### src/rtl/fc_pkg.sv
package fc_pkg;

    localparam int TS_W_DEF   = 16;
    localparam int CODE_W_DEF = 4;
    localparam int CELLS_DEF  = 16;
    localparam int WIN_DEF    = 16;

    typedef enum logic {
        HOLD_EMPTY = 1'b0,
        HOLD_FULL  = 1'b1
    } hold_e;

    function automatic int idx_width(input int n);
        return (n <= 1) ? 1 : $clog2(n);
    endfunction

endpackage

### src/rtl/fc_first_hit.sv
module fc_first_hit #(
    parameter int CODE_W = 4,
    parameter int N      = 16,
    parameter int IDX_W  = 4
) (
    input  logic [N*CODE_W-1:0] cells,
    output logic                found,
    output logic [IDX_W-1:0]    idx
);
    logic [N-1:0] nz;

    generate
        for (genvar i = 0; i < N; i++) begin : g_nz
            assign nz[i] = |cells[i*CODE_W +: CODE_W];
        end
    endgenerate

    // Scan downward so the lowest nonzero cell is written last and wins.
    always_comb begin
        idx = '0;
        for (int i = N - 1; i >= 0; i--) begin
            if (nz[i]) idx = IDX_W'(i);
        end
    end

    assign found = |nz;

endmodule

### src/rtl/fc_window_align.sv
module fc_window_align #(
    parameter int CODE_W = 4,
    parameter int NCELLS = 32,
    parameter int WIN    = 16,
    parameter int IDX_W  = 4
) (
    input  logic [NCELLS*CODE_W-1:0] cells,
    input  logic [IDX_W-1:0]         start,
    output logic [WIN*CODE_W-1:0]    win
);
    localparam int EXT_W = (NCELLS + WIN) * CODE_W;
    localparam int SH_W  = $clog2(EXT_W + 1);

    logic [EXT_W-1:0] ext;
    logic [EXT_W-1:0] shifted;
    logic [SH_W-1:0]  shamt;

    // Zero padding above the last cell gives zero fill past the end.
    assign ext     = {{(WIN*CODE_W){1'b0}}, cells};
    assign shamt   = SH_W'(start) * SH_W'(CODE_W);
    assign shifted = ext >> shamt;
    assign win     = shifted[WIN*CODE_W-1:0];

endmodule

### src/rtl/fc_out_hold.sv
module fc_out_hold
    import fc_pkg::*;
#(
    parameter int W = 84
) (
    input  logic         clk,
    input  logic         rst,
    input  logic         load,
    input  logic [W-1:0] din,
    input  logic         out_ready,
    output logic         out_valid,
    output logic [W-1:0] out_data,
    output logic         can_accept
);
    hold_e        st;
    logic [W-1:0] data_q;

    always_ff @(posedge clk) begin
        if (rst) begin
            st     <= HOLD_EMPTY;
            data_q <= '0;
        end else begin
            case (st)
                HOLD_EMPTY: if (load) begin
                    st     <= HOLD_FULL;
                    data_q <= din;
                end
                HOLD_FULL: if (out_ready) st <= HOLD_EMPTY;
                default:   st <= HOLD_EMPTY;
            endcase
        end
    end

    assign out_valid  = (st == HOLD_FULL);
    assign can_accept = (st == HOLD_EMPTY);
    assign out_data   = data_q;

endmodule

### src/rtl/fc_compressor.sv
module fc_compressor
    import fc_pkg::*;
#(
    parameter int TS_W       = TS_W_DEF,
    parameter int CODE_W     = CODE_W_DEF,
    parameter int BANK_CELLS = CELLS_DEF,
    parameter int WIN        = WIN_DEF,
    localparam int NCELLS    = 2 * BANK_CELLS,
    localparam int IN_W      = TS_W + NCELLS * CODE_W,
    localparam int FT_W      = idx_width(BANK_CELLS),
    localparam int OUT_W     = TS_W + FT_W + WIN * CODE_W
) (
    input  logic             clk,
    input  logic             rst,
    input  logic             in_valid,
    output logic             in_ready,
    input  logic [IN_W-1:0]  in_data,
    output logic             out_valid,
    input  logic             out_ready,
    output logic [OUT_W-1:0] out_data
);
    logic [TS_W-1:0]          ts;
    logic [NCELLS*CODE_W-1:0] cells;
    logic                     hit;
    logic [FT_W-1:0]          ftime;
    logic [WIN*CODE_W-1:0]    win;
    logic                     take;

    assign ts    = in_data[IN_W-1 -: TS_W];
    assign cells = in_data[NCELLS*CODE_W-1:0];

    fc_first_hit #(
        .CODE_W (CODE_W),
        .N      (BANK_CELLS),
        .IDX_W  (FT_W)
    ) u_hit (
        .cells (cells[BANK_CELLS*CODE_W-1:0]),
        .found (hit),
        .idx   (ftime)
    );

    fc_window_align #(
        .CODE_W (CODE_W),
        .NCELLS (NCELLS),
        .WIN    (WIN),
        .IDX_W  (FT_W)
    ) u_win (
        .cells (cells),
        .start (ftime),
        .win   (win)
    );

    assign take = in_valid && in_ready;

    fc_out_hold #(
        .W (OUT_W)
    ) u_hold (
        .clk        (clk),
        .rst        (rst),
        .load       (take && hit),
        .din        ({ts, ftime, win}),
        .out_ready  (out_ready),
        .out_valid  (out_valid),
        .out_data   (out_data),
        .can_accept (in_ready)
    );

endmodule

### config.mk
export PLATFORM = sky130hd
export DESIGN_NAME = fc_compressor
export DESIGN_NICKNAME = d
export VERILOG_FILES = /design/src/rtl/fc_pkg.sv /design/src/rtl/fc_first_hit.sv /design/src/rtl/fc_window_align.sv /design/src/rtl/fc_out_hold.sv /design/src/rtl/fc_compressor.sv
export SDC_FILE = /design/constraint.sdc
export NUM_CORES = 1
export LEC_CHECK = 0
export BUFFER_PORTS_ARGS = -buffer_cell sky130_fd_sc_hd__buf_2
export CAP_MARGIN = 0
export CORE_UTILIZATION = 54
export DETAILED_ROUTE_END_ITERATION = 8
export HOLD_SLACK_MARGIN = 0.02
export PLACE_DENSITY_LB_ADDON = 0.08
export SETUP_SLACK_MARGIN = 0.05
export SYNTH_ARGS = -nofsm -noshare
export SYNTH_HDL_FRONTEND = slang
export SYNTH_SLANG_ARGS = --single-unit
### constraint.sdc
create_clock -name clk -period 5.33 [get_ports clk]
set_clock_uncertainty 0.15 [all_clocks]
set_input_delay 1.066 -clock clk [delete_from_list [all_inputs] [get_ports clk]]
set_output_delay 1.066 -clock clk [all_outputs]
set_load 0.03 [all_outputs]
### After elaboration in Yosys (flattened, before gate mapping)

Index checks and enable logic that the tools add are counted.

| word-level totals | value |
|---|---|
| memories kept | 0 |
| bits in latches | 0 |
| flip-flop bits (word level) | 85 |
| bits in writable memories | 0 |
| ROM bits | 0 |
| output and inout port bits | 86 |

| operators by class | value |
|---|---|
| reductions and logical operators | 20 |
| bitwise operators | 1 |
| $mul | 0 |
| divide/modulo/power cells | 0 |
| eq/ne operators | 0 |
| add/sub/neg operators | 0 |
| muxes and demuxes | 19 |
| shift operators | 1 |
| order comparisons | 0 |

Operator list:

| operator | number |
|---|---|
| 128-bit by 6-bit >> shifter with 64-bit output | 1 |
| 4-bit two-way mux | 16 |
| 4-bit OR reduction | 16 |
| 64-bit OR reduction | 1 |
| 1-bit logical AND | 2 |
| 1-bit two-way mux | 2 |
| 1-bit one-hot mux with 2 select lines | 1 |
| 2-bit AND reduction | 1 |
| 1-bit inverter | 1 |

### Logic depth before layout (Yosys ltp)

| depth | value |
|---|---|
| depth after elaboration | 18 |
| gate-level depth with buffers | 12 |

### Hierarchy

Synthesis repeated with hierarchy kept, for this count alone.

| unflattened totals | value |
|---|---|
| cell total of the unflattened synthesis | 933 |
| area, all modules | 8946.1 um2 |

By module, submodules not included:

| module | instances | cells an instance | sequential area each (um2) | area an instance (um2) |
|---|---|---|---|---|
| fc_window_align | 1 | 499 | 0.0 | 4803.4 |
| fc_out_hold | 1 | 386 | 1701.6 | 3844.9 |
| fc_first_hit | 1 | 47 | 0.0 | 291.5 |
| fc_compressor | 1 | 1 | 0.0 | 6.3 |

### Worst setup path before layout

No wires, ideal clock.

| timing path | value |
|---|---|
| path type | input to register |
| from | in in_data[1] |
| to | reg u_hold.data_q[61], in the netlist u_hold.out_data[61] |
| arrival time | 3.631 ns |
| slack | 1.417 ns |
| buffers on the path | 1 |
| stages | 9 |
| path through | or4_4 > or4_1 > a211o_1 > nand2_2 > buf_6 > mux2i_1 > mux2i_1 > a222oi_1 > a21oi_1 |

| on the way | value |
|---|---|
| cells in the longest elaborated chain, start to end | 3 |

Ends and longest elaborated chain:

| what | line | RTL |
|---|---|---|
| from (decl) | fc_compressor.sv:17 | `input logic [IN_W-1:0] in_data,` |
| 4-bit OR reduction or 64-bit OR reduction (tied branches) | fc_first_hit.sv:14, fc_first_hit.sv:26 |  |
| 4-bit two-way mux or 1-bit logical AND (tied branches) | fc_first_hit.sv:22, fc_compressor.sv:60 |  |
| 128-bit by 6-bit >> shifter with 64-bit output or 2-bit AND reduction (tied branches) | - |  |
| to (signal assigned) | fc_out_hold.sv:26 | `data_q <= din;` |
| to (decl) | fc_out_hold.sv:16 | `logic [W-1:0] data_q;` |

Several ways; a longest one is shown, not always the timed one.
A chain may end at the register's enable or synchronous reset.

### Worst setup path after layout

| timing path | value |
|---|---|
| from | in in_data[24] |
| to | reg u_hold.data_q[15], in the netlist u_hold.out_data[15] |

| on the way | value |
|---|---|
| cells in the longest elaborated chain, start to end | 9 |

Ends and longest elaborated chain:

| what | line | RTL |
|---|---|---|
| 4-bit OR reduction | fc_first_hit.sv:14 | `assign nz[i] = \|cells[i*CODE_W +: CODE_W];` |
| 4-bit two-way mux (7 in a row) | fc_first_hit.sv:22 | `if (nz[i]) idx = IDX_W'(i);` |
| 128-bit by 6-bit >> shifter with 64-bit output | fc_window_align.sv:21 | `assign shifted = ext >> shamt;` |

Several ways; a longest one is shown, not always the timed one.

==> summary.txt <==
status: completed
WL/cell: 27.1 um
Slowest Stage Delay on Critical Path: 0.65 ns
WHS Path Cells: 2
hold path startpoint: u_hold.out_data[76]$_SDFFE_PP0P_
worst hold margin: 0.302 ns
Final Hold Fails: 0
crit path DAT: 4.61 ns
grt total ovfl: 0
largest family of logic cells by synthesized area: multiplexers
DRC: 0
Yosys warnings: 0
Post-CTS Repair Setup Buffers: 0
critical path's most frequent cell: mux2i_1
Hold Path End: u_hold.out_data[76]$_SDFFE_PP0P_
# hold bufs at CTS: 0
CP bufs+invs: 2
MaxCap Viol Count: 0
io pins: 234
first-pass GRT wire length: 53.3 mm
internal power: 1.28 mW
maximum vdd drop: 0.000166 V
final antenna-violating net count: 0
Primary FF master, synth: dfxtp_1
crit start category: input port
CP Cell Sequence: buf_2 > or4_1 > a2111oi_0 > o31ai_1 > o21ai_4 > buf_4 > mux2i_1 > mux2i_1 > o211ai_1
worst r2r src: u_hold.out_valid$_SDFF_PP0_
NetSw: 0.719 mW
initial antenna violation count: 1
slowest CP cell: or4_1
DRT Pass-1 Iters: 7
Synth Register Bits: 85
vias post-DR: 9,827
critical path type: input port to register
Initial Util: 0.564
top-area cell type share of the netlist area: 0.224
Synth Area in Simple Gates: 0.202
DP Cell Count: 1,343
worst hold path type: register to register
r2r worst-path depth: 9
post-DP HPWL: 27.9 mm
Core ar.: 0.0135 mm2
Vias/cell: 7.23
Slew HR: 0.362
vias in the first global route: 8,769
async set-reset flop share out of synthesis: 0
Placer Congestion: 1.08
Syn Nets: 1,114
Max H-tree Level: 3
R2R Path End: u_hold.out_data[45]$_SDFFE_PP0P_
period utilization: 0.843
Area contributors post-synth: dfxtp_1, mux2i_1, nand2_1
CTS Buf Count: 9
latest clock arrival within the worst-skew pair: 0.35 ns
total global-route track usage: 0.500
RSZ-0062 raised after global routing: no
max-slew violations: 0
largest area contributor in the netlist: dfxtp_1
Synth Cell Area: 0.00758 mm2
number of flops mapped to enable cells by yosys: 0
crit path max fanout: 21
post-layout total power: 1.99 mW
CTS tree: built
Clock Pin Slew Worst Setup and Hold Paths: 0.07 ns
cell count after synthesis: 966
First DRT Iteration DRCs: 1,931
post-CTS sizing: 0
setup-violating endpoint count in the final report: 0
CP delay by family, top: compound AO/OA/AOI/OAI gates
die area: 0.0145 mm2
adder-cell share of the synthesized area: 0
post-synthesis cell type count: 61
layout net count: 1,326
worst-margin pin slew: 0.955 ns
WL final: 36.8 mm
Die Y: 120 um
compound-gate portion of the synthesized area: 0.249
Gate power share: 0.290
mux share of post-synthesis cell area: 0.274
Core Rows: 42
I/O Buffers: 229
most frequent cell after synthesis: nand2_1
P_leak: 3.97 nW
share of layout cells above drive strength 1: 0.283
syn_area_per_cell: 7.85 um2
crit end category: register
final cell count without fillers: 1,359
P&R area growth vs syn: 23.6%
XOR/XNOR share of the synthesized area: 0
Switching Fraction: 0.360
Setup TNS: 0 ns
chip width: 120 um
sequential-to-total area share from yosys stat: 0.224
fin util: 0.697
Reg power frac: 0.351
clock buffer depth: 2
largest net degree at the start of global routing: 55
Critical Path RT: 5.45 ns
Cell Pwr Density: 213 mW/mm2
FMAX: 223 MHz
clock power share: 0.359
synth cell count leaders: nand2_1, mux2i_1, dfxtp_1, a21oi_1, o22ai_1
clock root cell: clkbuf_16
clock sink total: 85
Tmin final: 4.49 ns
Reg2Reg Setup Slack: 2.25 ns
==> cells in the final DEF, fill, tap and decap left out, types with 3 or more instances in the layout <==
cell	count
nand2_1	204
a32oi_1	13
a311oi_1	5
a31oi_1	29
or2_2	3
mux4_2	15
o22ai_1	59
a222oi_1	4
o221ai_1	15
a22oi_1	14
a211oi_1	21
nor4_1	13
o21ai_0	8
nor2_1	38
nand3_1	30
buf_12	3
nand2b_1	3
clkbuf_16	9
dfxtp_1	85
a21oi_1	66
or4_1	10
and2_1	6
nand3b_1	8
a221oi_1	12
buf_4	49
or4_4	3
buf_2	229
mux2i_1	169
o211ai_1	6
==> cells by family (layout without fill, tap and decap cells) <==
kind of cell | count (synthesis) | in the layout
simple gates | 335 | 335
compound gates | 278 | 278
mux | 187 | 187
flops | 85 | 85
buf+inv | 81 | 297
other cells | 0 | 1
==> stage by stage <==
step	worst slack [ns]	instance area [um2]
floorplan	1.42	7580
finish	0.838	9370
detailed placement	0.607	9050
global route	0.594	9370
CTS	0.975	9370
global placement	0.654	9050
==> registers in the layout, summed over array words and instances, names as in the netlist <==
signal and cells:
u_hold.out_data 84, u_hold.out_valid 1
==> power by group through the flow <==
stage | Sequential, mW | Combinational (mW) | Clock, mW
finish | 0.699 | 0.579 | 0.716
detailed placement | 0.713 | 0.549 | 0
global route | 0.702 | 0.596 | 0.734
floorplan | 0.791 | 0.220 | 0
global placement | 0.711 | 0.543 | 0
CTS | 0.698 | 0.552 | 0.710
==> worst reg2reg max path: cells and delay by family (launching register included) <==
kind / cells / cell delay (ns)
AOI/OAI and AO/OA: 3 / 0.53
DFF: 1 / 0.34
buffers and inverters: 2 / 0.61
and+or+nand+nor: 4 / 1.38
==> area by class of cell <==
cell class / instances / area, um2
Antenna cell: 1 / 2.50
Clock buffer: 9 / 225
Clock inverter: 6 / 96.3
Fill cell: 1155 / 4080
Inverter: 1 / 3.75
Multi-Input combinational cell: 800 / 5550
Sequential cell: 85 / 1700
Tap cell: 176 / 220
Timing Repair Buffer: 281 / 1570
==> layer usage <==
metal  vias to the layer above  wire, um  GRT usage  share of wire
li1                       4149         -          -              -
met3                       181      6020      0.176           0.16
met5                         -         0          0              0
met2                       987     14900      0.721           0.41
met1                      4510     13800      0.658           0.37
met4                         0      2080      0.250          0.056
==> worst max-delay path by stage <==
| stage | from | end | cells past startpoint |
|---|---|---|---|
| global placement | in_data[1] | u_hold.out_data[54]$_SDFFE_PP0P_ | 10 |
| finish | in_data[24] | u_hold.out_data[15]$_SDFFE_PP0P_ | 9 |
| CTS | in_data[1] | u_hold.out_data[54]$_SDFFE_PP0P_ | 10 |
| detailed placement | in_data[1] | u_hold.out_data[54]$_SDFFE_PP0P_ | 10 |
| floorplan | in_data[1] | u_hold.out_data[61]$_SDFFE_PP0P_ | 9 |
| global route | in_data[24] | u_hold.out_data[61]$_SDFFE_PP0P_ | 11 |
No activity file was read; power rests on OpenSTA's default activity.
